===== src/rtl/wpot_pkg.sv =====
package wpot_pkg;
  localparam int SEL_W    = 2;
  localparam int VAL_W    = 6;
  localparam int BYTE_W   = SEL_W + VAL_W;
  localparam int NUM_REGS = 3;
  localparam int CNT_W    = $clog2(BYTE_W + 1);

  typedef enum logic [2:0] {
    ST_IDLE  = 3'd0,
    ST_ADDR  = 3'd1,
    ST_AACK  = 3'd2,
    ST_WDATA = 3'd3,
    ST_WACK  = 3'd4,
    ST_RDATA = 3'd5,
    ST_RACK  = 3'd6,
    ST_SKIP  = 3'd7
  } tgt_state_t;
endpackage


===== src/rtl/wpot_bus_sync.sv =====
module wpot_bus_sync #(
  parameter int STAGES = 2
) (
  input  logic clk,
  input  logic rst_n,
  input  logic scl_i,
  input  logic sda_i,
  output logic scl_s,
  output logic sda_s,
  output logic scl_rise,
  output logic scl_fall,
  output logic start_det,
  output logic stop_det
);
  logic [STAGES-1:0] scl_q, sda_q;
  logic scl_p, sda_p;

  always_ff @(posedge clk or negedge rst_n) begin
    if (!rst_n) begin
      scl_q <= '1;
      sda_q <= '1;
      scl_p <= 1'b1;
      sda_p <= 1'b1;
    end else begin
      scl_q <= {scl_q[STAGES-2:0], scl_i};
      sda_q <= {sda_q[STAGES-2:0], sda_i};
      scl_p <= scl_q[STAGES-1];
      sda_p <= sda_q[STAGES-1];
    end
  end

  assign scl_s     = scl_q[STAGES-1];
  assign sda_s     = sda_q[STAGES-1];
  assign scl_rise  = scl_s & ~scl_p;
  assign scl_fall  = ~scl_s & scl_p;
  assign start_det = scl_s & scl_p & sda_p & ~sda_s;
  assign stop_det  = scl_s & scl_p & ~sda_p & sda_s;
endmodule


===== src/rtl/wpot_regs.sv =====
module wpot_regs
  import wpot_pkg::*;
(
  input  logic              clk,
  input  logic              rst_n,
  input  logic              wr_en,
  input  logic [SEL_W-1:0]  wr_sel,
  input  logic [VAL_W-1:0]  wr_val,
  input  logic [SEL_W-1:0]  rd_sel,
  output logic [BYTE_W-1:0] rd_byte,
  output logic              wr_diff,
  output logic [VAL_W-1:0]  pot0,
  output logic [VAL_W-1:0]  pot1,
  output logic [VAL_W-1:0]  cfg
);
  logic [VAL_W-1:0] val_q [NUM_REGS];

  for (genvar g = 0; g < NUM_REGS; g++) begin : g_reg
    logic hit;
    assign hit = wr_en && (wr_sel == SEL_W'(g));
    always_ff @(posedge clk or negedge rst_n) begin
      if (!rst_n)   val_q[g] <= '0;
      else if (hit) val_q[g] <= wr_val;
    end
  end

  logic [VAL_W-1:0] cur_wr, cur_rd;
  always_comb begin
    case (wr_sel)
      2'd0:    cur_wr = val_q[0];
      2'd1:    cur_wr = val_q[1];
      default: cur_wr = val_q[2];
    endcase
    case (rd_sel)
      2'd0:    cur_rd = val_q[0];
      2'd1:    cur_rd = val_q[1];
      default: cur_rd = val_q[2];
    endcase
  end

  assign wr_diff = (wr_sel != 2'd3) && (cur_wr != wr_val);
  assign rd_byte = {rd_sel, cur_rd};
  assign pot0    = val_q[0];
  assign pot1    = val_q[1];
  assign cfg     = val_q[2];
endmodule


===== src/rtl/wpot_tgt_fsm.sv =====
module wpot_tgt_fsm
  import wpot_pkg::*;
#(
  parameter logic [3:0] ADDR_HI = 4'b0101
) (
  input  logic              clk,
  input  logic              rst_n,
  input  logic              sda_s,
  input  logic              scl_rise,
  input  logic              scl_fall,
  input  logic              start_det,
  input  logic              stop_det,
  input  logic [2:0]        addr_pins,
  input  logic              busy,
  input  logic [BYTE_W-1:0] rd_byte,
  input  logic              wr_diff,
  output logic              sda_oe,
  output logic              wr_en,
  output logic [SEL_W-1:0]  wr_sel,
  output logic [VAL_W-1:0]  wr_val,
  output logic [SEL_W-1:0]  rptr,
  output logic              wr_done,
  output logic              wr_changed,
  output tgt_state_t        state_o
);
  tgt_state_t        st_q, st_d;
  logic [CNT_W-1:0]  cnt_q, cnt_d;
  logic [BYTE_W-1:0] sh_q, sh_d;
  logic [SEL_W-1:0]  rp_q, rp_d;
  logic rw_q, rw_d, oe_q, oe_d, ack_q, ack_d;
  logic wtx_q, wtx_d, dirty_q, dirty_d, done_q, done_d, chg_q, chg_d;

  always_comb begin
    st_d = st_q; cnt_d = cnt_q; sh_d = sh_q; rp_d = rp_q;
    rw_d = rw_q; oe_d = oe_q; ack_d = ack_q;
    wtx_d = wtx_q; dirty_d = dirty_q;
    done_d = 1'b0; chg_d = 1'b0; wr_en = 1'b0;
    if (stop_det) begin
      st_d = ST_IDLE; oe_d = 1'b0;
      done_d = wtx_q; chg_d = wtx_q & dirty_q;
      wtx_d = 1'b0; dirty_d = 1'b0;
    end else if (start_det) begin
      st_d = ST_ADDR; cnt_d = '0; oe_d = 1'b0; rp_d = '0;
    end else begin
      case (st_q)
        ST_ADDR: begin
          if (scl_rise) begin
            sh_d = {sh_q[BYTE_W-2:0], sda_s}; cnt_d = cnt_q + 1'b1;
          end else if (scl_fall && cnt_q == CNT_W'(BYTE_W)) begin
            rw_d = sh_q[0];
            if (sh_q[7:1] == {ADDR_HI, addr_pins} && !busy) begin
              st_d = ST_AACK; oe_d = 1'b1;
            end else begin
              st_d = ST_SKIP;
            end
          end
        end
        ST_AACK: if (scl_fall) begin
          cnt_d = '0;
          if (rw_q) begin
            st_d = ST_RDATA; sh_d = rd_byte; oe_d = ~rd_byte[BYTE_W-1];
          end else begin
            st_d = ST_WDATA; oe_d = 1'b0; wtx_d = 1'b1;
          end
        end
        ST_WDATA: begin
          if (scl_rise) begin
            sh_d = {sh_q[BYTE_W-2:0], sda_s}; cnt_d = cnt_q + 1'b1;
          end else if (scl_fall && cnt_q == CNT_W'(BYTE_W)) begin
            st_d = ST_WACK; oe_d = 1'b1; wr_en = 1'b1;
            if (wr_diff) dirty_d = 1'b1;
          end
        end
        ST_WACK: if (scl_fall) begin
          st_d = ST_WDATA; cnt_d = '0; oe_d = 1'b0;
        end
        ST_RDATA: begin
          if (scl_rise) begin
            cnt_d = cnt_q + 1'b1;
          end else if (scl_fall) begin
            if (cnt_q == CNT_W'(BYTE_W)) begin
              st_d = ST_RACK; oe_d = 1'b0;
            end else begin
              oe_d = ~sh_q[3'd7 - cnt_q[2:0]];
            end
          end
        end
        ST_RACK: begin
          if (scl_rise) begin
            ack_d = ~sda_s;
            if (!sda_s) rp_d = (rp_q == SEL_W'(NUM_REGS-1)) ? '0 : rp_q + 1'b1;
          end else if (scl_fall) begin
            if (ack_q) begin
              st_d = ST_RDATA; cnt_d = '0; sh_d = rd_byte; oe_d = ~rd_byte[BYTE_W-1];
            end else begin
              st_d = ST_SKIP;
            end
          end
        end
        default: ;
      endcase
    end
  end

  always_ff @(posedge clk or negedge rst_n) begin
    if (!rst_n) begin
      st_q <= ST_IDLE; cnt_q <= '0; sh_q <= '0; rp_q <= '0;
      rw_q <= 1'b0; oe_q <= 1'b0; ack_q <= 1'b0;
      wtx_q <= 1'b0; dirty_q <= 1'b0; done_q <= 1'b0; chg_q <= 1'b0;
    end else begin
      st_q <= st_d; cnt_q <= cnt_d; sh_q <= sh_d; rp_q <= rp_d;
      rw_q <= rw_d; oe_q <= oe_d; ack_q <= ack_d;
      wtx_q <= wtx_d; dirty_q <= dirty_d; done_q <= done_d; chg_q <= chg_d;
    end
  end

  assign sda_oe     = oe_q;
  assign wr_sel     = sh_q[BYTE_W-1:VAL_W];
  assign wr_val     = sh_q[VAL_W-1:0];
  assign rptr       = rp_q;
  assign wr_done    = done_q;
  assign wr_changed = chg_q;
  assign state_o    = st_q;
endmodule


===== src/rtl/wpot_i2c_target.sv =====
module wpot_i2c_target
  import wpot_pkg::*;
#(
  parameter int         SYNC_STAGES = 2,
  parameter logic [3:0] ADDR_HI     = 4'b0101
) (
  input  logic             clk,
  input  logic             rst_n,
  input  logic             scl_i,
  input  logic             sda_i,
  output logic             sda_oe,
  input  logic [2:0]       addr_pins,
  input  logic             busy,
  output logic [VAL_W-1:0] pot0,
  output logic [VAL_W-1:0] pot1,
  output logic [VAL_W-1:0] cfg,
  output logic             wr_done,
  output logic             wr_changed
);
  logic scl_s, sda_s, scl_rise, scl_fall, start_det, stop_det;
  logic wr_en, wr_diff;
  logic [SEL_W-1:0]  wr_sel, rptr;
  logic [VAL_W-1:0]  wr_val;
  logic [BYTE_W-1:0] rd_byte;
  tgt_state_t        fsm_state;

  wpot_bus_sync #(.STAGES(SYNC_STAGES)) u_sync (
    .clk(clk), .rst_n(rst_n), .scl_i(scl_i), .sda_i(sda_i),
    .scl_s(scl_s), .sda_s(sda_s), .scl_rise(scl_rise), .scl_fall(scl_fall),
    .start_det(start_det), .stop_det(stop_det)
  );

  wpot_tgt_fsm #(.ADDR_HI(ADDR_HI)) u_fsm (
    .clk(clk), .rst_n(rst_n), .sda_s(sda_s), .scl_rise(scl_rise),
    .scl_fall(scl_fall), .start_det(start_det), .stop_det(stop_det),
    .addr_pins(addr_pins), .busy(busy), .rd_byte(rd_byte), .wr_diff(wr_diff),
    .sda_oe(sda_oe), .wr_en(wr_en), .wr_sel(wr_sel), .wr_val(wr_val),
    .rptr(rptr), .wr_done(wr_done), .wr_changed(wr_changed), .state_o(fsm_state)
  );

  wpot_regs u_regs (
    .clk(clk), .rst_n(rst_n), .wr_en(wr_en), .wr_sel(wr_sel), .wr_val(wr_val),
    .rd_sel(rptr), .rd_byte(rd_byte), .wr_diff(wr_diff),
    .pot0(pot0), .pot1(pot1), .cfg(cfg)
  );
endmodule


===== config.mk =====
export PLATFORM = sky130hd
export DESIGN_NAME = wpot_i2c_target
export DESIGN_NICKNAME = d
export VERILOG_FILES = /design/src/rtl/wpot_pkg.sv /design/src/rtl/wpot_bus_sync.sv /design/src/rtl/wpot_regs.sv /design/src/rtl/wpot_tgt_fsm.sv /design/src/rtl/wpot_i2c_target.sv
export SDC_FILE = /design/constraint.sdc
export NUM_CORES = 1
export LEC_CHECK = 0
export CAP_MARGIN = 20
export CORE_MARGIN = 1.5
export CORE_UTILIZATION = 41
export DETAILED_ROUTE_END_ITERATION = 10
export PLACE_DENSITY = 0.65
export SYNTH_ARGS = -nofsm -noshare
export SYNTH_HDL_FRONTEND = slang
export SYNTH_HIERARCHICAL = 1
export SYNTH_SLANG_ARGS = --single-unit

===== constraint.sdc =====
create_clock -name clk -period 3.1 [get_ports clk]
set_clock_uncertainty 0.15 [all_clocks]
set_input_delay 0.62 -clock clk [delete_from_list [all_inputs] [get_ports clk]]
set_output_delay 0.62 -clock clk [all_outputs]
set_load 0.005 [all_outputs]

Yosys cells after proc, flatten, opt, wreduce, memory -nomap -nowiden
Index checks and enable logic that the tools add are counted.

Add/sub/neg operators: 3. Magnitude comparators: 1. Equality and inequality tests: 42. Multiplexer cells: 75. Bitwise gates (word level): 17. Reduce and logical (&&, ||, !) cells: 31.

Operators with widths (number): two-way mux 8 bit (6); two-way mux 3 bit (15); inequality test 4 x 3 -> 1 bit, second input constant (9); two-way mux 1 bit (35); two-way mux 4 bit (6); one-hot mux 6 bit (2 select lines) (2); one-hot mux 8 bit (3 select lines) (1); one-hot mux 3 bit (6 select lines) (1); inequality test 4 bit, second input constant (4); inequality test 2 x 1 -> 1 bit, second input constant (7); nonzero test 2 bit (7); AND reduction 13 bit (1); two-way mux 2 bit (6); one-hot mux 4 bit (3 select lines) (1); AND reduction 12 bit (1); AND reduction 4 bit (3); AND reduction 5 bit (2); == test 3 bit, second input constant (3); inverter 1 bit (9); AND reduction 9 bit (1); AND 1 bit (8); inequality test 2 bit, second input constant (4); nonzero test 8 bit (1); == test 7 x 6 -> 1 bit (1); other kinds (23) (35).

Bits in registers: 48. Input port bits: 8. Output and inout bits: 21. Logic and storage cells: 187.

Depth between registers and ports, before layout
Gate-level depths: netlist (run 1).

Depth after elaboration: 10. Mapped depth: 8. Gate-level depth less buffers: 7.

By module
The synthesis (run 1) kept the hierarchy.

By module, submodules not included: wpot_tgt_fsm (instances 1, cells each 163, area each 1605.3 um2, sequential area each 600.6 um2); wpot_regs (instances 1, cells each 97, area each 1077.3 um2, sequential area each 450.4 um2); wpot_bus_sync (instances 1, cells each 10, area each 190.2 um2, sequential area each 157.7 um2).

Worst setup path after synthesis (run 1)
OpenSTA, ideal clock, no wires.

Path type: register to register. Start point: register u_fsm.cnt_q[1]. End point: register u_regs.val_q, in the netlist u_regs/pot0[0]. Setup time: 125 ps. Arrival: 2125 ps. Data required time: 2825 ps. Slack: 700 ps. Stages on the path, launching flop included: 9. Path buffers: 1. Period minus slack after synthesis: 2400 ps. Cell sequence: dfrtp_1 > buf_2 > inv_1 > ha_1 > nand3b_1 > nor4b_4 > and3_1 > nor3b_2 > mux2_2.

Longest elaborated chain between the ends: 8.

RTL lines: start, declared (line wpot_tgt_fsm.sv:27) `logic [CNT_W-1:0] cnt_q, cnt_d;`; start signal, assigned (line wpot_tgt_fsm.sv:107) `st_q <= ST_IDLE; cnt_q <= '0; sh_q <= '0; rp_q <= '0;`; start signal, assigned (line wpot_tgt_fsm.sv:111) `st_q <= st_d; cnt_q <= cnt_d; sh_q <= sh_d; rp_q <= rp_d;`; == test 4 bit (line wpot_tgt_fsm.sv:69) `end else if (scl_fall && cnt_q == CNT_W'(BYTE_W)) begin`; logical AND 1 bit (line wpot_tgt_fsm.sv:69); two-way mux 1 bit (line wpot_tgt_fsm.sv:69); two-way mux 1 bit (line wpot_tgt_fsm.sv:67) `if (scl_rise) begin`; two-way mux 1 bit (line wpot_tgt_fsm.sv:45) `case (st_q)`; two-way mux 1 bit (line wpot_tgt_fsm.sv:42) `end else if (start_det) begin`; two-way mux 1 bit (line wpot_tgt_fsm.sv:38) `if (stop_det) begin`; via wr_en (line wpot_i2c_target.sv:21) `logic wr_en, wr_diff;`; logical AND 1 bit (line wpot_regs.sv:20) `assign hit = wr_en && (wr_sel == SEL_W'(g));`; end signal, assigned by index (line wpot_regs.sv:23) `else if (hit) val_q[g] <= wr_val;`; end, declared (line wpot_regs.sv:16) `logic [VAL_W-1:0] val_q [NUM_REGS];`.

The timed path passes the listed nets, and every way through them passes these cells. A chain may end at the register's enable or synchronous reset.

Worst setup path after layout (run 1)
Ends and elaborated chain as after synthesis.

==> run metrics, run 1 <==
CTS root buffer=clkbuf_8; Clock transition at path regs=90 ps; PwrDens=646 mW/mm²; Ys Warns=6; nets@finish=304; sequential area share after synthesis=42.1%; Iteration-0 DRC Markers=137; Die H=86.7 µm; TritonRoute pass-1 iters=4; final HPWL from detailed placement=4.51 mm; critical path startpoint=u_fsm/cnt_q[1]; Slew Limit Headroom=50.7%; Cells after Synth=270; Unique masters post-synth=58; max-slew violations=0; share of layout cells above drive strength 1=19.3%; CTS H-tree depth=2; first-pass GRT wire length=10.5 mm; Final Cell Area=0.00334 mm²; PortBufs=28; Mapped Nets=280; worst-path maximum fanout=9; PnR worst setup slack=422 ps; final WL=6.42 mm; worst r2r src=u_fsm/cnt_q[1]; Crit path arrival time=2720 ps; crit end category=flop; number of global-route vias before repair=2015; period utilization=86.4%; core region area=0.00679 mm²; Worst Hold Class=primary input to asynchronous set/reset pin; die width=86.7 µm; Syn Area/Cell=10.6 µm²; Filler Cell Count=619; Resized Gates After CTS=0; starting density of the core=42.3%; kind of critical path=flop to flop; R2R depth=7; RSZ-0062 raised after global routing=false; CTS Buffer Depth=2; status=finished, final reports clean; setup bufs post-CTS=0; flop-to-flop setup slack=420 ps; GR Util All Layers=18.0%; dominant synthesized flop cell=dfrtp_1; fraction of registers with async set/reset=100%; Post-synth EDFFs=0; Rows=30; num ports=29; Seq cells post-synth=48; post-synthesis instance area=0.00287 mm²; Worst-Skew Late Latency=300 ps; initial antenna violation count=0; f_max=0.373 GHz; total grt overflow=0; post-synth top area share=36.6%; Routed Antenna Nets=0; Die ar.=0.00752 mm²; crit path time final=2680 ps; wire length per cell=16.4 µm; detailed-route via count=2175; Post-Place Setup Slack=446 ps; CTS tree=built; Final Setup Violations=0; Sink Count=48; endpoints failing hold=0; Placed Area=0.00320 mm²; maxcap violations=0; largest net degree at the start of global routing=45; VDD IR-drop max=0.296 mV; CTS Hold Buffers Added=0; Setup TNS Final=0 ps; LEAKAGE=0.00148 µW; CP Launch Type=flop; GP Congestion=0.838; data required time at the worst endpoint=3140 ps; Slew @ Worst Pin=740 ps; leading post-synthesis cells by cell area=dfrtp_1 (37%), mux2_2 (7.4%), dfstp_2 (5.5%); DR vias/cell=5.56; DRC violations left=0; P&R area growth vs syn=16.4%; Yosys top cell by area=dfrtp_1; ant diodes=0; Num CTS Buffers=5
==> cells in the mapped netlist, drive strengths merged (3+ instances only) <==
| cell | count |
|---|---|
| mux2i | 15 |
| inv | 6 |
| xnor2 | 5 |
| dfrtp | 42 |
| nor4 | 3 |
| nand3 | 6 |
| nand3b | 3 |
| mux2 | 36 |
| nand2 | 24 |
| clkbuf | 7 |
| o211a | 4 |
| a21oi | 3 |
| and2 | 3 |
| dfstp | 6 |
| a211oi | 4 |
| o21ai | 26 |
| a41oi | 4 |
| buf | 11 |
| nor2b | 9 |
| nor2 | 12 |
| and3 | 4 |
==> layout by cell type (no fill, tap or decap), types with 3 or more instances in the layout <==
master	netlist	layout
dfrtp_1	42	42
clkdlybuf4s50_1	0	27
nand2_1	24	24
mux2_2	19	19
o21ai_0	16	16
mux2i_1	15	15
nor2_1	12	12
o21ai_1	10	10
mux2_1	9	9
nor2b_1	9	9
mux2_4	8	8
clkbuf_8	0	6
nand3_1	6	6
buf_4	2	6
dfstp_2	6	6
inv_1	5	5
xnor2_1	5	5
and3_1	4	4
a41oi_1	4	4
o211a_1	4	4
a211oi_1	4	4
and2_1	3	3
nand3b_1	3	3
a21oi_1	3	3
==> worst max-delay path, cell delays in order, from the launching register on <==
cell and delay [ps]:
dfrtp_1 490, inv_1 110, ha_1 140, nand3b_1 150, nor4b_4 420, and3_1 270, nor3b_2 450, mux2_2 390
==> registers in the layout, indices dropped and copies added, names as in the netlist <==
| name | cells |
|---|---|
| u_fsm/sh_q | 8 |
| u_fsm/state_o | 3 |
| u_fsm/rw_q | 1 |
| u_sync/scl_q | 2 |
| u_sync/scl_p | 1 |
| u_fsm/dirty_q | 1 |
| u_sync/sda_q | 2 |
| u_regs/pot1 | 6 |
| u_fsm/wtx_q | 1 |
| u_sync/sda_p | 1 |
| u_fsm/sda_oe | 1 |
| u_fsm/wr_changed | 1 |
| u_fsm/wr_done | 1 |
| u_fsm/rptr | 2 |
| u_fsm/cnt_q | 4 |
| u_fsm/ack_q | 1 |
| u_regs/pot0 | 6 |
| u_regs/cfg | 6 |
==> final timing paths <==
kind                                   end
min in group clk           u_sync/sda_q[1]
setup reg to reg            u_regs/pot0[0]
hold / removal               u_regs/cfg[2]
max in group asynchronous  u_sync/sda_q[1]
setup / recovery            u_regs/pot0[0]
hold reg to reg            u_sync/sda_q[1]
==> where the power goes <==
part           switching, µW  total (µW)  internal (µW)
Sequential               232         941            709
Combinational            370         738            367
Clock                    217         481            264
==> through the flow <==
stage | util, % | hold slack, ps | std cells | power (µW)
after floorplan | - | 174 | 270 | 1530
after global placement | 47.1 | 196 | 382 | 1670
after detailed placement | 47.1 | 200 | 382 | 1680
after CTS | 48.9 | 214 | 390 | 2170
after global routing | 49.2 | 79.1 | 391 | 2300
final | 49.2 | 68.1 | 391 | 2160
==> cells by family (layout without fill, tap and decap cells) <==
family	count (synthesis)	in the layout	synth area share [%]
flops	48	48	42.1
simple gates	79	79	15.7
mux	51	51	20.4
xor+xnor	5	5	1.52
fa+ha+maj	2	2	0.871
buf+inv	25	50	4.83
compound gates	60	60	14.6
==> layer usage <==
metal | GRT usage [%] | vias to the layer above | share of wire, % | routed length (µm)
met2 | 28.2 | 51 | 46 | 2970
met1 | 25.9 | 1085 | 49 | 3140
met3 | 3.14 | 6 | 4.0 | 257
met5 | 0 | - | 0 | 0
met4 | 4.40 | 0 | 0.73 | 47
li1 | - | 1033 | - | -
==> layout make-up <==
cell class | instances | area (µm²) | area share (%)
clock buffer | 6 | 82.6 | 2.47
tap | 96 | 120 | 3.59
sequential | 48 | 1210 | 36.2
inverter | 7 | 27.5 | 0.823
timing repair buffer | 35 | 340 | 10.2
multi-input combinational | 197 | 1530 | 45.6
clock inverter | 2 | 38.8 | 1.16
(Power assumes the default switching activity.)
==> inputs of run 2 (changes only) <==
--- a/config.mk
+++ b/config.mk
@@ -10,6 +10,7 @@
 export CORE_UTILIZATION = 41
 export DETAILED_ROUTE_END_ITERATION = 10
 export PLACE_DENSITY = 0.65
+export REMOVE_ABC_BUFFERS = 1
 export SYNTH_ARGS = -nofsm -noshare
 export SYNTH_HDL_FRONTEND = slang
 export SYNTH_HIERARCHICAL = 1
==> run metrics, run 2 (same netlist as run 1, synthesis figures left out) <==
status=finished, final reports clean; Clock transition at path regs=100 ps; CP Launch Type=flop; Worst Hold Class=primary input to asynchronous set/reset pin; LEAKAGE=0.00146 µW; total grt overflow=0; number of global-route vias before repair=2162; die width=86.7 µm; DRC violations left=0; starting density of the core=42.3%; Worst-Skew Late Latency=300 ps; Iteration-0 DRC Markers=93; final HPWL from detailed placement=4.46 mm; Biggest register=u_fsm/sh_q; Num CTS Buffers=5; CTS Hold Buffers Added=0; core region area=0.00679 mm²; Setup TNS Final=0 ps; DR vias/cell=5.54; Clock Power Share=22.2%; final WL=6.30 mm; VDD IR-drop max=0.192 mV; endpoints failing hold=0; period utilization=84.8%; crit end category=flop; f_max=0.380 GHz; Slew Limit Headroom=54.2%; CTS root buffer=clkbuf_8; critical path startpoint=u_fsm/cnt_q[1]; wire length per cell=16.2 µm; Slew @ Worst Pin=687 ps; Resized Gates After CTS=0; PwrDens=641 mW/mm²; num ports=29; CTS H-tree depth=2; Psw=814 µW; detailed-route via count=2157; Sequential Power Share=44.9%; RSZ-0062 raised after global routing=false; Int Power=1310 µW; most common cell after layout, fill and taps aside=dfrtp_1; Sink Count=48; max reg flops=8; Final Setup Violations=0; max-slew violations=0; setup bufs post-CTS=0; commonest non-fill, non-tap cells in the layout=dfrtp_1 (42), clkdlybuf4s50_1 (27), nand2_1 (24); GP Congestion=0.892; P&R area growth vs syn=15.2%; Rows=30; data required time at the worst endpoint=3150 ps; Comb power frac=32.9%; Routed Antenna Nets=0; worst-path maximum fanout=9; Die ar.=0.00752 mm²; maxcap violations=0; Filler Cell Count=640; CTS tree=built; PortBufs=28; kind of critical path=flop to flop; Crit path arrival time=2680 ps; worst r2r src=u_fsm/cnt_q[1]; crit path time final=2630 ps; TritonRoute pass-1 iters=4; largest net degree at the start of global routing=32; R2R depth=7; first-pass GRT wire length=10.9 mm; Sw Share=38.3%; Die H=86.7 µm; ant diodes=0; GR Util All Layers=18.6%; CTS Buffer Depth=2; share of layout cells above drive strength 1=18.8%; nets@finish=302; initial antenna violation count=0; tightest hold margin=86.7 ps
[run 2: cell count changes in the layout (fill, tap and decap cells not counted)]
cell	previous run	this run
buf_12	1	0
buf_4	6	5
inv_6	0	1
clkbuf_8	6	5
clkinvlp_4	0	1
clkinv_4	1	0
[run 2: routing by layer]
metal / vias to the layer above / share of wire [%] / track usage (%)
li1: 1032 / - / -
met5: - / 0 / 0
met4: 0 / 0.37 / 3.67
met2: 40 / 50 / 32.5
met3: 2 / 3.2 / 3.05
met1: 1083 / 46 / 24.4
[run 2: power groups by stage]
stage	clock, µW	combinational [µW]	sequential [µW]
after detailed placement	0	692	964
final	471	698	954
after floorplan	0	533	900
after global routing	508	776	987
after global placement	0	682	958
after CTS	488	696	953
[run 2: worst paths after layout]
check	end	slack, ps
hold / removal	u_fsm/wr_done	90
min in group clk	u_sync/scl_q[1]	200
max in group asynchronous	u_sync/scl_q[0]	1930
hold reg to reg	u_sync/scl_q[1]	200
setup / recovery	u_regs/pot0[4]	470
setup reg to reg	u_regs/pot0[4]	470
[run 2: critical path: stages (launching register included)]
cell      delay (ps)
dfrtp_1          490
inv_1            110
ha_1             140
nand3b_1         140
nor4b_4          400
and3_1           260
nor3b_2          450
mux2_2           390
[run 2: metrics by stage]
stage	total power (µW)	cells	instance area (µm²)	utilization [%]	setup slack, ps
floorplan	1430	252	2760	-	640
global placement	1640	381	3190	47.0	560
detailed placement	1660	381	3190	47.0	484
CTS	2140	389	3310	48.7	470
global route	2270	389	3310	48.7	255
finish	2120	389	3310	48.7	470
[run 2: final cells by class]
| type | instances | area, µm² | share of cell area [%] |
|---|---|---|---|
| repair buffers | 33 | 313 | 9.45 |
| inverters | 7 | 27.5 | 0.832 |
| well taps | 96 | 120 | 3.63 |
| multi-input cells | 197 | 1530 | 46.1 |
| flip-flops and latches | 48 | 1210 | 36.5 |
| clock buffers | 5 | 68.8 | 2.08 |
| clock inverters | 3 | 46.3 | 1.40 |
